## config.mk

```make
export PLATFORM = sky130hd
export DESIGN_NAME = hdlc_addr_filter
export DESIGN_NICKNAME = d
export VERILOG_FILES = /design/src/rtl/hdlc_addr_pkg.sv /design/src/rtl/hdlc_ref_cmp.sv /design/src/rtl/hdlc_pair_sel.sv /design/src/rtl/hdlc_addr_filter.sv
export SDC_FILE = /design/constraint.sdc
export NUM_CORES = 1
export LEC_CHECK = 0
export BUFFER_PORTS_ARGS = -buffer_cell sky130_fd_sc_hd__buf_2
export CORE_ASPECT_RATIO = 0.8
export CORE_UTILIZATION = 39
export DETAILED_ROUTE_END_ITERATION = 10
export PLACE_DENSITY = 0.67
export SLEW_MARGIN = 20
export SYNTH_ARGS = -nofsm -noshare
export SYNTH_HDL_FRONTEND = slang
export SYNTH_SLANG_ARGS = --single-unit
```

## constraint.sdc

```tcl
create_clock -name clk -period 4.9 [get_ports clk]
set_input_delay 0.735 -clock clk [delete_from_list [all_inputs] [get_ports clk]]
set_output_delay 0.735 -clock clk [all_outputs]
set_load 0.01 [all_outputs]
```

## src/rtl/hdlc_addr_pkg.sv

```systemverilog
package hdlc_addr_pkg;
  localparam int NREF = 3;

  typedef enum logic [2:0] {
    PAIR_NONE   = 3'd0,
    PAIR_SP1_T1 = 3'd1,
    PAIR_SP1_BC = 3'd2,
    PAIR_SP2_T2 = 3'd3,
    PAIR_SP2_BC = 3'd4,
    PAIR_GRP_T  = 3'd5,
    PAIR_GRP_BC = 3'd6,
    PAIR_ONE    = 3'd7
  } pair_e;

  typedef enum logic [2:0] {
    PH_IDLE = 3'd0,
    PH_LO   = 3'd1,
    PH_CTL  = 3'd2,
    PH_INFO = 3'd3,
    PH_DROP = 3'd4
  } phase_e;
endpackage

```

## src/rtl/hdlc_ref_cmp.sv

```systemverilog
module hdlc_ref_cmp #(
  parameter int W = 8
) (
  input  logic [W-1:0] data,
  input  logic [W-1:0] ref_val,
  input  logic [W-1:0] ign_mask,
  output logic         hit
);
  assign hit = (((data ^ ref_val) & ~ign_mask) == '0);
endmodule

```

## src/rtl/hdlc_pair_sel.sv

```systemverilog
module hdlc_pair_sel
  import hdlc_addr_pkg::*;
(
  input  logic            two_byte,
  input  logic [NREF-1:0] hi_hit,
  input  logic [NREF-1:0] lo_hit,
  output logic            hit,
  output pair_e           code
);
  always_comb begin
    code = PAIR_NONE;
    if (two_byte) begin
      if      (hi_hit[0] && lo_hit[0])               code = PAIR_SP1_T1;
      else if (hi_hit[0] && lo_hit[2])               code = PAIR_SP1_BC;
      else if (hi_hit[1] && lo_hit[1])               code = PAIR_SP2_T2;
      else if (hi_hit[1] && lo_hit[2])               code = PAIR_SP2_BC;
      else if (hi_hit[2] && (lo_hit[0] || lo_hit[1])) code = PAIR_GRP_T;
      else if (hi_hit[2] && lo_hit[2])               code = PAIR_GRP_BC;
    end else if (lo_hit[0] || lo_hit[1]) begin
      code = PAIR_ONE;
    end
    hit = (code != PAIR_NONE);
  end
endmodule

```

## src/rtl/hdlc_addr_filter.sv

```systemverilog
module hdlc_addr_filter
  import hdlc_addr_pkg::*;
#(
  parameter int          W         = 8,
  parameter int          CR_BIT    = 1,
  parameter logic [W-1:0] GROUP_VAL = 8'hFC,
  parameter logic [W-1:0] BCAST_VAL = 8'hFF
) (
  input  logic         clk,
  input  logic         rst_n,
  input  logic         cfg_two_byte,
  input  logic         cfg_cr_ignore,
  input  logic [1:0]   cfg_mode,
  input  logic [W-1:0] cfg_sp1,
  input  logic [W-1:0] cfg_sp2,
  input  logic [W-1:0] cfg_t1,
  input  logic [W-1:0] cfg_t2,
  input  logic         in_valid,
  input  logic         in_sof,
  input  logic [W-1:0] in_data,
  output logic         st_done,
  output logic         st_accept,
  output logic [2:0]   st_pair,
  output logic         st_cr,
  output logic         st_auto,
  output logic         ctl_valid,
  output logic [W-1:0] ctl_data,
  output logic         info_valid,
  output logic [W-1:0] info_data
);
  localparam logic [W-1:0] CR_MASK = W'(1) << CR_BIT;

  // Reference sets: index 0/1 programmable, index 2 fixed.
  logic [W-1:0]    hi_refs [NREF];
  logic [W-1:0]    lo_refs [NREF];
  logic [NREF-1:0] hi_hit, lo_hit;
  logic [W-1:0]    hi_mask;
  logic            sel_hit;
  pair_e           sel_code;

  phase_e       phase_q, phase_n;
  logic [W-1:0] hi_q, hi_n;
  logic         done_q, done_n, acc_q, acc_n, cr_q, cr_n, auto_q, auto_n;
  pair_e        pair_q, pair_n;
  logic         ctlv_q, ctlv_n, infov_q, infov_n;
  logic [W-1:0] dat_q, dat_n;
  logic         decide;

  assign hi_refs[0] = cfg_sp1;
  assign hi_refs[1] = cfg_sp2;
  assign hi_refs[2] = GROUP_VAL;
  assign lo_refs[0] = cfg_t1;
  assign lo_refs[1] = cfg_t2;
  assign lo_refs[2] = BCAST_VAL;
  assign hi_mask    = cfg_cr_ignore ? CR_MASK : '0;

  // High side works on the stored first byte; low side on the live byte,
  // which is the only address byte in one-byte mode.
  for (genvar g = 0; g < NREF; g++) begin : g_cmp
    hdlc_ref_cmp #(.W(W)) u_hi (
      .data(hi_q), .ref_val(hi_refs[g]), .ign_mask(hi_mask), .hit(hi_hit[g])
    );
    hdlc_ref_cmp #(.W(W)) u_lo (
      .data(in_data), .ref_val(lo_refs[g]), .ign_mask('0), .hit(lo_hit[g])
    );
  end

  hdlc_pair_sel u_sel (
    .two_byte(cfg_two_byte), .hi_hit(hi_hit), .lo_hit(lo_hit),
    .hit(sel_hit), .code(sel_code)
  );

  always_comb begin
    phase_n = phase_q;
    hi_n    = hi_q;
    done_n  = done_q;
    acc_n   = acc_q;
    pair_n  = pair_q;
    cr_n    = cr_q;
    auto_n  = auto_q;
    ctlv_n  = 1'b0;
    infov_n = 1'b0;
    dat_n   = dat_q;
    decide  = 1'b0;
    if (in_valid) begin
      dat_n = in_data;
      if (in_sof) begin
        done_n = 1'b0;
        acc_n  = 1'b0;
        pair_n = PAIR_NONE;
        cr_n   = 1'b0;
        auto_n = 1'b0;
        if (cfg_two_byte) begin
          hi_n    = in_data;
          phase_n = PH_LO;
        end else begin
          decide = 1'b1;
        end
      end else begin
        case (phase_q)
          PH_LO:   decide = 1'b1;
          PH_CTL:  begin ctlv_n = 1'b1; phase_n = PH_INFO; end
          PH_INFO: infov_n = 1'b1;
          default: ;
        endcase
      end
    end
    if (decide) begin
      done_n  = 1'b1;
      acc_n   = sel_hit;
      pair_n  = sel_code;
      cr_n    = sel_hit && (cfg_two_byte ? hi_q[CR_BIT] : lo_hit[0]);
      auto_n  = (cfg_mode == 2'b00) && (sel_code == PAIR_SP1_T1);
      phase_n = sel_hit ? PH_CTL : PH_DROP;
    end
  end

  always_ff @(posedge clk or negedge rst_n) begin
    if (!rst_n) begin
      phase_q <= PH_IDLE;
      hi_q    <= '0;
      done_q  <= 1'b0;
      acc_q   <= 1'b0;
      pair_q  <= PAIR_NONE;
      cr_q    <= 1'b0;
      auto_q  <= 1'b0;
      ctlv_q  <= 1'b0;
      infov_q <= 1'b0;
      dat_q   <= '0;
    end else begin
      phase_q <= phase_n;
      hi_q    <= hi_n;
      done_q  <= done_n;
      acc_q   <= acc_n;
      pair_q  <= pair_n;
      cr_q    <= cr_n;
      auto_q  <= auto_n;
      ctlv_q  <= ctlv_n;
      infov_q <= infov_n;
      dat_q   <= dat_n;
    end
  end

  assign st_done    = done_q;
  assign st_accept  = acc_q;
  assign st_pair    = pair_q;
  assign st_cr      = cr_q;
  assign st_auto    = auto_q;
  assign ctl_valid  = ctlv_q;
  assign ctl_data   = ctlv_q ? dat_q : '0;
  assign info_valid = infov_q;
  assign info_data  = infov_q ? dat_q : '0;
endmodule

```

* After elaboration in Yosys (flattened, before gate mapping) *
Cells that the tools add are included.

operators by class
  equal/unequal tests = 5
  mux-type cells = 37
  bitwise logic cells = 10
  reductions and logical operators = 23

operator list
  cell                number
  $mux 3              17
  $logic_not 8->1     6
  $xor 8x8->8         4
  $and 8x8->8         3
  $mux 1              17
  $mux 8              2
  $logic_and 1x1->1   8
  $not 2->8           1
  $not 8->8           1
  $eq 3x1->1 const B  2
  $eq 3x2->1 const B  2
  $not 6->6           1
  $reduce_and 3->1    2
  $reduce_bool 3->1   2
  $reduce_bool 2->1   2
  $ne 3x2->1 const B  1
  $logic_not 2->1     1
  $mux 2              1
  $reduce_and 2->1    1
  $logic_or 1x1->1    1

storage, ports and cells
  register bits = 28
  input port bits = 48
  output and inout port bits = 25
  word-level logic and storage cells = 85

* Logic depth before layout (Yosys ltp) *
Gate-level depths: netlist of the first run.

  depth after elaboration = 15
  gate-level depth with buffers = 8

* Modules after synthesis *
Synthesis of the first run repeated with hierarchy kept, for this count alone.

second synthesis, totals
  cell total of the unflattened synthesis = 202
  area, all modules = 2065.7 µm²

by module, submodules not included
  module            instances  cells an instance  area an instance (µm²)
  hdlc_addr_filter  1          95                 1247.4
  hdlc_ref_cmp      6          13                 107.6
  hdlc_pair_sel     1          29                 172.7

* Worst setup path before layout of the first run *
OpenSTA, ideal clock, no wires.

  path kind = input to register
  from = in cfg_t1[6]
  to = reg auto_q, in the netlist st_auto
  arrival = 2.474 ns
  path slack = 2.336 ns
  stages on the path = 8
  path buffers = 1
  cell sequence = xnor2_1 nand4_1 or2_1 buf_6 o41ai_4 a31oi_4 or4_4 o31ai_4

on the way
  word-level cells in the longest chain between the ends = 13

RTL lines
  element                line                                      source
  from (decl)            hdlc_addr_filter.sv:16                    input logic [W-1:0] cfg_t1,
  $xor 8x8->8 (*)        hdlc_ref_cmp.sv:9                         assign hit = (((data ^ ref_val) & ~ign_mask) == '0);
  $logic_not 8->1 (*)    hdlc_ref_cmp.sv:9
  $logic_or 1x1->1       hdlc_pair_sel.sv:17, hdlc_pair_sel.sv:19
  $logic_and 1x1->1      hdlc_pair_sel.sv:17                       else if (hi_hit[2] && (lo_hit[0] || lo_hit[1])) code = PAIR_GRP_T;
  $mux 3                 hdlc_pair_sel.sv:17
  $mux 3                 hdlc_pair_sel.sv:16                       else if (hi_hit[1] && lo_hit[2]) code = PAIR_SP2_BC;
  $mux 3                 hdlc_pair_sel.sv:15                       else if (hi_hit[1] && lo_hit[1]) code = PAIR_SP2_T2;
  $mux 3                 hdlc_pair_sel.sv:14                       else if (hi_hit[0] && lo_hit[2]) code = PAIR_SP1_BC;
  $mux 3                 hdlc_pair_sel.sv:13                       if (hi_hit[0] && lo_hit[0]) code = PAIR_SP1_T1;
  $mux 3 (*)             hdlc_pair_sel.sv:12                       if (two_byte) begin
  $eq 3x1->1 (*)         hdlc_addr_filter.sv:113                   auto_n = (cfg_mode == 2'b00) && (sel_code == PAIR_SP1_T1);
  $logic_and 1x1->1 (*)  hdlc_addr_filter.sv:113
  $mux 1 (*)             hdlc_addr_filter.sv:108                   if (decide) begin
  to (signal assigned)   hdlc_addr_filter.sv:137                   auto_q <= auto_n;
  to (decl)              hdlc_addr_filter.sv:43                    logic done_q, done_n, acc_q, acc_n, cr_q, cr_n, auto_q, auto_n;

Every way passes the cells marked *; elsewhere a longest branch is shown, timed or not.
A chain may end at the register's enable or synchronous reset.

* Worst setup path after layout of the first run *
  from = in in_data[0]
  to = reg auto_q, in the netlist st_auto

on the way
  word-level cells in the longest chain between the ends = 13

RTL lines
  element                                                       line                                                           source
  from (decl)                                                   hdlc_addr_filter.sv:20                                         input logic [W-1:0] in_data,
  $xor 8x8->8 / $not 8->8 (equally long branches)               n/a
  $logic_not 8->1                                               hdlc_ref_cmp.sv:9
  $logic_or 1x1->1 / $logic_and 1x1->1 (equally long branches)  hdlc_pair_sel.sv:17, hdlc_pair_sel.sv:19, hdlc_pair_sel.sv:18
  $logic_and 1x1->1 / $mux 3 (equally long branches)            hdlc_pair_sel.sv:17, hdlc_pair_sel.sv:18
  $mux 3                                                        hdlc_pair_sel.sv:17
  $mux 3                                                        hdlc_pair_sel.sv:16
  $mux 3                                                        hdlc_pair_sel.sv:15
  $mux 3                                                        hdlc_pair_sel.sv:14
  $mux 3                                                        hdlc_pair_sel.sv:13
  $mux 3 (*)                                                    hdlc_pair_sel.sv:12
  $eq 3x1->1 (*)                                                hdlc_addr_filter.sv:113
  $logic_and 1x1->1 (*)                                         hdlc_addr_filter.sv:113
  $mux 1 (*)                                                    hdlc_addr_filter.sv:108

Marks and branches as above.

==> key figures, run 1 <==
Critical path
  – R2R setup slack: 2620 ps
  – Worst reg2reg startpoint: hi_q[6]
  – FF-to-FF End: st_auto
  – Crit Path Class: input pin to register
  – Setup crit start kind: input pin
  – Crit path DAT: 2780 ps
  – Largest fanout on the critical path: 7
  – Register-to-Register Path Depth: 7
  – CP Data Required Time: ~5000 ps
  – Crit end category: register

Power
  – Worst vdd ir: 0.110 mV
  – Pwr Density: between 200 and 300 nW/um^2
  – Pint: 0.441 mW
  – Clk pwr share: 0.299
  – Net Switching: 0.172 mW
  – Total power: 0.614 mW
  – Net Sw Frac: 0.281
  – Sequential Power Share: 0.473
  – Leakage: between 1 and 1.5 nW
  – Combinational share of power: 0.228

Detailed routing
  – Via count: about 1,600
  – Number of nets with antenna violations after routing: 0
  – Top Layer Used: met4
  – Metal3 WL: 225 microns
  – DRT met1 WL: ~2200 microns
  – Iter 0 DRT Violations: ~130
  – DRC Markers: 0
  – Drt first pass iters: 4
  – DR WL/cell: 13.9 microns
  – Vias per Instance: between 5 and 6
  – Routed Wire Length: 4300 microns
  – WL met2: approximately 1900 microns

Clock tree
  – TritonCTS clock tree: built
  – Worst skew pair latency: 280 ps
  – Post-CTS Setup Inserts: 0
  – Cts repair resizes: 0
  – CTS Sinks: 28
  – CTS Hold Bufs: 0
  – Clk slew on worst S/H paths: approximately 100 ps
  – CTS HTree Levels: 1
  – TritonCTS buffer count: 3
  – Clock buffer depth: 2
  – Clock root buffer master: clkbuf_8

GRT
  – Gr ovfl total: 0
  – Pin count of the biggest net entering global routing: 29
  – GRT Total Usage: 0.183
  – Initial antenna violation count: 0
  – First-pass GRT wire length: 7150 microns
  – Vias in the first global route: 1,544

Synth
  – Mean Syn Cell Area: approximately 10 sq um
  – Synth cell types: 44
  – Net Count, Synth: 228
  – Mapped Area: 1830 sq um
  – Top cells by area, synth: dfrtp_1, mux2_2, xnor2_1, xor2_1, and2_1
  – Ys flop type: dfrtp_1
  – FFs w/ async S/R, synth: 1.00
  – Sequential-to-total area share from yosys stat: 0.383
  – Yosys warns: 0
  – Syn Inst Count: 180
  – Number of flops mapped to enable cells by yosys: 0
  – Count of state elements after synthesis: 28
  – Top cell type's share of synthesized area: 0.383
  – Area leader, netlist: dfrtp_1

STA
  – Worst Clk Skew: 10.6 ps
  – Hold Vio Cnt, Final: 0
  – Fin crit period: about 2600 ps
  – Tcrit/Tclk final: 0.525
  – Relative max-transition margin: 0.368
  – Setup TNS: 0 ps
  – Final setup viols: 0
  – RSZ-0062 raised after global routing: false
  – Fmax achieved: 0.388 GHz
  – Worst slew pin tran: around 940 ps
  – Final Max Tran Viols: 0

Place
  – DP HPWL: 3320 microns
  – Global placer's final weighted congestion: 0.861
  – # placed instances: around 310
  – I/O Buffers: 72

Final layout
  – Finished Layout Cells: 309
  – Fin util: 0.530
  – Layout cell share with drive strength beyond 1: 0.397
  – P&R area growth vs syn: 25.5%
  – # diodes: 0
  – Nets: 301

Floorplan
  – # IOs: 73
  – Core area: 4340 sq um
  – Die area: between 4000 and 5000 sq um
  – Die X: slightly below 80 microns
  – Die H: 63.3 microns
  – Starting Density: 0.422
  – Row count: 21

Job
  – Maxcap violations: 0

Outcome
  – Outcome: finished clean

Min path
  – Worst Hold Class: input pin to asynchronous set/reset pin
-- power by group through the flow --
stage	sequential, mW	combinational (mW)	clock (mW)
after CTS	0.290	0.141	0.186
after global placement	0.295	0.139	0
final	0.290	0.140	0.184
after detailed placement	0.295	0.141	0
after floorplan	0.288	0.0906	0
after global routing	0.295	0.157	0.195
-- cell type report --
class,count,area [sq um]
Inverter,3,11.3
Multi-Input combinational cell,145,1080
Clock buffer,3,41.3
Sequential cell,28,701
Fill cell,388,2040
Tap cell,57,71.3
Timing Repair Buffer,72,360
Clock inverter,1,30.0
-- flip-flops by register name (all words and copies together), names as in the netlist --
| signal | count |
|---|---|
| st_accept | 1 |
| st_done | 1 |
| st_pair | 3 |
| dat_q | 8 |
| st_auto | 1 |
| hi_q | 8 |
| st_cr | 1 |
| ctl_valid | 1 |
| phase_q | 3 |
| info_valid | 1 |
-- metrics by stage --
step / hold slack, ps / cell area (sq um) / worst slack, ps
floorplan: 438 / 1830 / 2340
global placement: 458 / 2220 / 2120
detailed placement: 454 / 2220 / 2030
CTS: 481 / 2300 / 2320
global route: 502 / 2300 / 2180
finish: 460 / 2300 / 2330
-- worst max path at each step --
stage | startpoint | depth (start not counted) | endpoint | slack (ps)
after global placement | in_data[7] | 8 | st_auto | 2120
after CTS | in_data[0] | 8 | st_auto | 2320
final | in_data[0] | 8 | st_auto | 2330
after detailed placement | in_data[0] | 8 | st_auto | 2030
after floorplan | cfg_t1[6] | 8 | st_auto | 2340
after global routing | in_data[1] | 8 | st_auto | 2180
-- cell usage after synthesis (2+ instances only) --
library cell and number:
nor3_1 2, dfrtp_1 28, nor4_1 3, inv_1 3, or2_1 2, nand3_1 4, o31ai_1 2, xnor2_1 17
mux2_2 16, nand2_1 15, and2_1 16, a32oi_1 3, nand4_1 6, a21oi_1 6, nor2_1 10, xor2_1 15
o21ai_1 2, o21ai_0 4
-- cells in the final DEF (no fill, tap or decap), types with 2 or more instances in the layout --
| cell type | Yosys | routed |
|---|---|---|
| a21oi_1 | 6 | 6 |
| a32oi_1 | 3 | 3 |
| and2_1 | 16 | 16 |
| buf_2 | 0 | 72 |
| clkbuf_8 | 1 | 3 |
| dfrtp_1 | 28 | 28 |
| inv_1 | 3 | 3 |
| mux2_2 | 16 | 16 |
| nand2_1 | 15 | 15 |
| nand3_1 | 4 | 4 |
| nand4_1 | 6 | 6 |
| nor2_1 | 10 | 10 |
| nor3_1 | 2 | 2 |
| nor4_1 | 3 | 3 |
| o21ai_0 | 4 | 4 |
| o21ai_1 | 2 | 2 |
| o31ai_1 | 2 | 2 |
| or2_1 | 2 | 2 |
| xnor2_1 | 17 | 17 |
| xor2_1 | 15 | 15 |
-- layer usage --
metal,global-route usage,up-vias
met3,0.0319,2
met4,0.0394,0
met5,0,-
met2,0.284,47
met1,0.264,738
li1,-,789
-- logic make-up (layout without fill, tap and decap cells) --
logic type | count (synthesis) | count (layout) | share of synthesized area
xor+xnor | 32 | 32 | 0.153
simple gates | 64 | 64 | 0.186
mux | 17 | 17 | 0.104
flops | 28 | 28 | 0.383
compound gates | 32 | 32 | 0.148
buf+inv | 7 | 79 | 0.0260
-- worst max-delay path, cell delays in order --
cell and delay [ps]:
buf_2 140, xnor2_1 150, nand4_1 130, or2_1 370, o41ai_4 470, a31oi_4 90
or4_4 510, o31ai_4 170
No activity file was read; power rests on OpenSTA's default activity.
==> inputs of run 2 (changes only) <==
==> constraint.sdc (replaced) <==
create_clock -name clk -period 2.49 [get_ports clk]
set_input_delay 0.3735 -clock clk [delete_from_list [all_inputs] [get_ports clk]]
set_output_delay 0.3735 -clock clk [all_outputs]
set_load 0.01 [all_outputs]
==> run 2 against run 1 <==
Power grew 79%. Die area is the same. Utilization grew 0.52 points.
==> key figures, run 2 (synthesis gave the netlist of run 1 again) <==
Clock tree
  – CTS HTree Levels: 1 (unchanged)
  – TritonCTS buffer count: 3 (unchanged)
  – Post-CTS Setup Inserts: 0 (unchanged)
  – CTS Sinks: 28 (unchanged)
  – Clk slew on worst S/H paths: 90 ps (about the same)
  – Worst skew pair latency: 270 ps (about the same)
  – TritonCTS clock tree: built
  – Cts repair resizes: 0 (unchanged)
  – Clock buffer depth: 2 (unchanged)
  – CTS Hold Bufs: 0 (unchanged)
  – Clock root buffer master: clkbuf_8

Power
  – Worst vdd ir: 0.222 mV (+100%)
  – Total power: 1.10 mW (+79%)
  – Combinational share of power: 0.267 (+0.039)
  – Sequential Power Share: 0.516 (+0.043)
  – Net Switching: 0.325 mW (+89%)
  – Pwr Density: 473 nW/um^2 (+77%)
  – Leakage: 1.10 nW (+1.8%)
  – Net Sw Frac: 0.296 (+0.0155)
  – Clk pwr share: 0.217 (-0.082)
  – Pint: 0.772 mW (+75%)

Final layout
  – Fin util: 0.535 (+0.00519)
  – # diodes: 0 (unchanged)
  – Commonest non-fill, non-tap cell in the layout: buf_2
  – Final Instance Area: 2320 sq um (+0.98%)
  – Most frequent cells in the layout: buf_2, dfrtp_1, xnor2_1
  – Nets: 308 (+2.3%)
  – Finished Layout Cells: 315 (+1.9%)
  – Area of the multi-input gates: 1080 sq um (unchanged)
  – Biggest regs: dat_q: 8 flops, hi_q: 8 flops
  – Layout cell share with drive strength beyond 1: 0.411 (+0.0140)
  – Reg area: 701 sq um (unchanged)
  – P&R area growth vs syn: 26.7%
  – Fillers: 424 (+9.3%)

Detailed routing
  – Routed Wire Length: 4390 microns (+2.2%)
  – DR WL/cell: 13.9 microns (+0.24%)
  – Iter 0 DRT Violations: 53 (-60%)
  – Number of nets with antenna violations after routing: 0 (unchanged)
  – Via count: 1,585 (+0.57%)
  – Vias per Instance: 5.03 (-1.3%)
  – DRC Markers: 0 (unchanged)
  – Drt first pass iters: 4 (unchanged)

GRT
  – First-pass GRT wire length: 7400 microns (+3.5%)
  – Initial antenna violation count: 0 (unchanged)
  – Vias in the first global route: 1,615 (+4.6%)
  – Pin count of the biggest net entering global routing: 29 (unchanged)
  – GRT Total Usage: 0.187 (+0.00414)
  – Gr ovfl total: 0 (unchanged)

Floorplan
  – Die area: 4970 sq um (unchanged)
  – Row count: 21 (unchanged)
  – # IOs: 73 (unchanged)
  – Core area: 4340 sq um (unchanged)
  – Die H: 63.3 microns (unchanged)
  – Die X: 78.6 microns (unchanged)
  – Starting Density: 0.422 (unchanged)

Critical path
  – Critical-path top delay cell: or4_4
  – Largest fanout on the critical path: 7 (unchanged)
  – CP peak stage delay: 500 ps (about the same)
  – Crit path DAT: 2470 ps (-310 ps)
  – Cell Chain, Critical Path: xor2_1 -> nor4_1 -> o211ai_1 -> nand4_1 -> a31oi_4 -> or4_4 -> o31ai_4
  – Crit Path Class: register to register
  – Crit end category: register
  – Setup crit start kind: register
  – CP Data Required Time: 2670 ps (-2430 ps)

STA
  – RSZ-0062 raised after global routing: false
  – Hold slack: 104 ps (-356 ps)
  – Relative max-transition margin: 0.595 (+0.227)
  – Fin crit period: 2290 ps
  – Worst setup margin: 203 ps (-2120 ps)
  – Worst Clk Skew: 4.56 ps (-6.03 ps)
  – Tcrit/Tclk final: 0.918
  – Final Max Tran Viols: 0 (unchanged)
  – Final setup viols: 0 (unchanged)
  – Fmax achieved: 0.437 GHz
  – Worst slew pin tran: 607 ps (-335 ps)
  – Hold Vio Cnt, Final: 0 (unchanged)
  – Setup TNS: 0 ps (unchanged)

Place
  – # placed instances: 312 (+2.3%)
  – Global placer's final weighted congestion: 0.884 (+2.6%)
  – DP HPWL: 3500 microns (+5.3%)
  – Dpl ws: 71.2 ps (-1960 ps)
  – I/O Buffers: 72 (unchanged)
  – DP Area: 2280 sq um (+2.4%)

Outcome
  – Outcome: finished clean

Min path
  – Worst Hold Class: input pin to asynchronous set/reset pin

Job
  – Maxcap violations: 0 (unchanged)
==> run 2: worst max-delay path, delay by kind of cell, from the launching register on <==
| family | cells | cell delay (ps) |
|---|---|---|
| AND/OR/NAND/NOR | 3 | 1020 |
| AO/OA/AOI/OAI | 3 | 570 |
| flip-flops | 1 | 440 |
| XOR/XNOR | 1 | 180 |
==> run 2: metal layers <==
layer / GRT usage / routed length, microns / vias to the layer above
met5: 0 / 0 / -
met4: 0.0486 / 38 / 0
met3: 0.0319 / 243 / 4
met2: 0.298 / 1890 / 51
met1: 0.261 / 2210 / 729
li1: - / - / 801
==> run 2: final timing paths <==
| path | startpoint | end | slack [ps] | cells past startpoint |
|---|---|---|---|---|
| setup / recovery | hi_q[2] | st_auto | 200 | 7 |
| hold / removal | rst_n | st_pair[1] | 100 | 1 |
| setup reg to reg | hi_q[2] | st_auto | 200 | 7 |
| hold reg to reg | st_done | st_done | 480 | 2 |
| max in group asynchronous | rst_n | hi_q[6] | 1980 | 1 |
| min in group clk | cfg_mode[0] | st_auto | 400 | 3 |
==> run 2: area by class of cell <==
class,instances,share of cell area
multi-input combinational,145,0.466
sequential,28,0.302
timing repair buffer,79,0.178
tap,57,0.0308
clock buffer,3,0.0178
inverter,3,0.00486
==> run 2: power by group through the flow <==
| stage | Combinational (mW) | Sequential, mW | Clock, mW |
|---|---|---|---|
| 2_1_floorplan | 0.178 | 0.567 | 0 |
| 3_3_place_gp | 0.290 | 0.576 | 0 |
| 3_5_place_dp | 0.295 | 0.576 | 0 |
| 4_1_cts | 0.296 | 0.567 | 0.245 |
| 5_1_grt | 0.323 | 0.576 | 0.271 |
| 6_report | 0.293 | 0.566 | 0.238 |
==> inputs of run 3 (changes only) <==
--- a/config.mk
+++ b/config.mk
@@ -6,10 +6,11 @@
 export NUM_CORES = 1
 export LEC_CHECK = 0
 export BUFFER_PORTS_ARGS = -buffer_cell sky130_fd_sc_hd__buf_2
+export CAP_MARGIN = 20
 export CORE_ASPECT_RATIO = 0.8
 export CORE_UTILIZATION = 39
 export DETAILED_ROUTE_END_ITERATION = 10
-export PLACE_DENSITY = 0.67
+export PLACE_DENSITY = 0.66
 export SLEW_MARGIN = 20
 export SYNTH_ARGS = -nofsm -noshare
 export SYNTH_HDL_FRONTEND = slang
==> run 3 against run 2 <==
Critical path depth unchanged. Clock power grew 17%. Maximum frequency rose by 0.78%. Sequential power rose by 0.9%. Sequential share of layout area shrank 0.081 points. Wire length shrank 0.73%. Die area is the same. Critical path type unchanged. Clock skew is essentially flat. Largest power group unchanged. Power increased by 3.3%. Register-to-register slack improved by 20 ps.
==> key figures, run 3 (synthesis gave the netlist of run 1 again) <==
Clock tree
  – Post-CTS Setup Inserts: 0 (unchanged)
  – CTS Sinks: 28 (unchanged)
  – Worst skew pair latency: 270 ps (about the same)
  – CTS HTree Levels: 1 (unchanged)
  – Cts repair resizes: 0 (unchanged)
  – CTS Hold Bufs: 0 (unchanged)
  – Clock buffer depth: 2 (unchanged)
  – Clk slew on worst S/H paths: 90 ps (about the same)
  – TritonCTS clock tree: built
  – TritonCTS buffer count: 3 (unchanged)
  – Clock root buffer master: clkbuf_8

Final layout
  – Layout cell share with drive strength beyond 1: 0.411 (unchanged)
  – Final Instance Area: 2320 sq um (+0.27%)
  – Most frequent cells in the layout: buf_2, dfrtp_1, xnor2_1
  – Fillers: 412 (-2.8%)
  – Finished Layout Cells: 315 (unchanged)
  – Biggest regs: dat_q: 8 flops, hi_q: 8 flops
  – P&R area growth vs syn: 27.1%
  – # diodes: 0 (unchanged)
  – Fin util: 0.536 (+0.00144)
  – Nets: 307 (-0.32%)
  – Commonest non-fill, non-tap cell in the layout: buf_2

Critical path
  – Largest fanout on the critical path: 7 (unchanged)
  – CP Data Required Time: 2680 ps (about the same)
  – Crit end category: register
  – Crit Path Class: register to register
  – Setup crit start kind: register
  – Crit path DAT: 2460 ps (about the same)

GRT
  – Met1 usage: 0.273 (+0.0115)
  – Gr busiest metal: met2
  – GR met2 Demand/Resource: 0.295 (-0.00326)
  – GRT Total Usage: 0.192 (+0.00473)
  – First-pass GRT wire length: 7430 microns (+0.47%)
  – Global routing usage on met3: 0.0348 (+0.00290)
  – Gr ovfl total: 0 (unchanged)
  – Pin count of the biggest net entering global routing: 29 (unchanged)
  – Vias in the first global route: 1,614 (-0.062%)
  – Initial antenna violation count: 0 (unchanged)

Floorplan
  – # IOs: 73 (unchanged)
  – Core area: 4340 sq um (unchanged)
  – Die X: 78.6 microns (unchanged)
  – Row count: 21 (unchanged)
  – Die area: 4970 sq um (unchanged)
  – Die H: 63.3 microns (unchanged)
  – Starting Density: 0.422 (unchanged)

STA
  – Tcrit/Tclk final: 0.911 (-0.00708)
  – Relative max-transition margin: 0.585 (-0.0106)
  – Setup TNS: 0 ps (unchanged)
  – Fin crit period: 2270 ps (-17.6 ps)
  – Fmax achieved: 0.441 GHz (+0.78%)
  – Hold Vio Cnt, Final: 0 (unchanged)
  – Worst Clk Skew: 4.23 ps (-0.336 ps)
  – RSZ-0062 raised after global routing: false
  – Final setup viols: 0 (unchanged)
  – Final Max Tran Viols: 0 (unchanged)
  – Worst slew pin tran: 623 ps (+15.9 ps)

Detailed routing
  – DR WL/cell: 13.8 microns (-0.73%)
  – Via count: 1,614 (+1.8%)
  – DRC Markers: 0 (unchanged)
  – Routed Wire Length: 4360 microns (-0.73%)
  – Number of nets with antenna violations after routing: 0 (unchanged)
  – Drt first pass iters: 4 (unchanged)
  – Iter 0 DRT Violations: 90 (+70%)
  – Vias per Instance: 5.12 (+1.8%)

Power
  – Leakage: 1.10 nW (+0.21%)
  – Combinational share of power: 0.252 (-0.015)
  – Pint: 0.801 mW (+3.8%)
  – Worst vdd ir: 0.287 mV (+29%)
  – Clk pwr share: 0.245 (+0.028)
  – Net Switching: 0.332 mW (+2.3%)
  – Net Sw Frac: 0.293 (-0.00297)
  – Pwr Density: 488 nW/um^2 (+3.1%)
  – Sequential Power Share: 0.503 (-0.013)

Outcome
  – Outcome: finished clean

Place
  – DP Area: 2270 sq um (-0.33%)
  – # placed instances: 311 (-0.32%)
  – DP HPWL: 3440 microns (-1.5%)
  – I/O Buffers: 72 (unchanged)
  – Global placer's final weighted congestion: 0.812 (-8.1%)

Job
  – Maxcap violations: 0 (unchanged)

Min path
  – Worst Hold Class: input pin to asynchronous set/reset pin
[run 3: cell types whose count changed in the layout (fill, tap and decap cells not counted)]
cell | before | now
buf_4 | 7 | 6
clkbuf_8 | 3 | 4
[run 3: power by group through the flow]
stage	Clock [mW]	Sequential (mW)	Combinational, mW
detailed placement	0	0.580	0.287
floorplan	0	0.567	0.178
global placement	0	0.578	0.283
global route	0.310	0.580	0.316
finish	0.278	0.571	0.285
CTS	0.286	0.570	0.289
[run 3: metrics by stage]
step           total power, mW  setup slack, ps  hold slack (ps)
2_1_floorplan            0.745              288             77.9
5_1_grt                   1.21              124              147
4_1_cts                   1.15              228              130
3_5_place_dp             0.867             96.8              430
6_report                  1.13              221              103
3_3_place_gp             0.861              174              428
[run 3: routing by layer]
metal	vias up	share of wire	wire (microns)
met3	2	0.055	241
li1	798	-	-
met1	759	0.49	2150
met5	-	0	0
met2	55	0.45	1940
met4	0	0.0050	22
[run 3: worst paths after layout]
kind / end / slack (ps) / from / cells after the start
worst min-delay path: st_pair[0] / 100 / rst_n / 1
worst max register to register: st_auto / 220 / hi_q[6] / 7
max in group asynchronous: hi_q[2] / 1970 / rst_n / 1
worst min register to register: st_done / 480 / st_done / 2
worst max-delay path: st_auto / 220 / hi_q[6] / 7
min in group clk: st_auto / 370 / cfg_mode[1] / 3
[run 3: final cells by class]
cell class,count,area [sq um],area share
Sequential cell,28,701,0.301
Inverter,3,11.3,0.00484
Tap cell,57,71.3,0.0307
Timing Repair Buffer,78,405,0.174
Multi-Input combinational cell,145,1080,0.465
Clock buffer,4,55.1,0.0237
[run 3: critical path: stages (launching register included)]
cell and delay (ps):
dfrtp_1 450, xor2_1 180, nor4_1 270, o211ai_1 280, nand4_1 240, a31oi_4 100
or4_4 500, o31ai_4 160
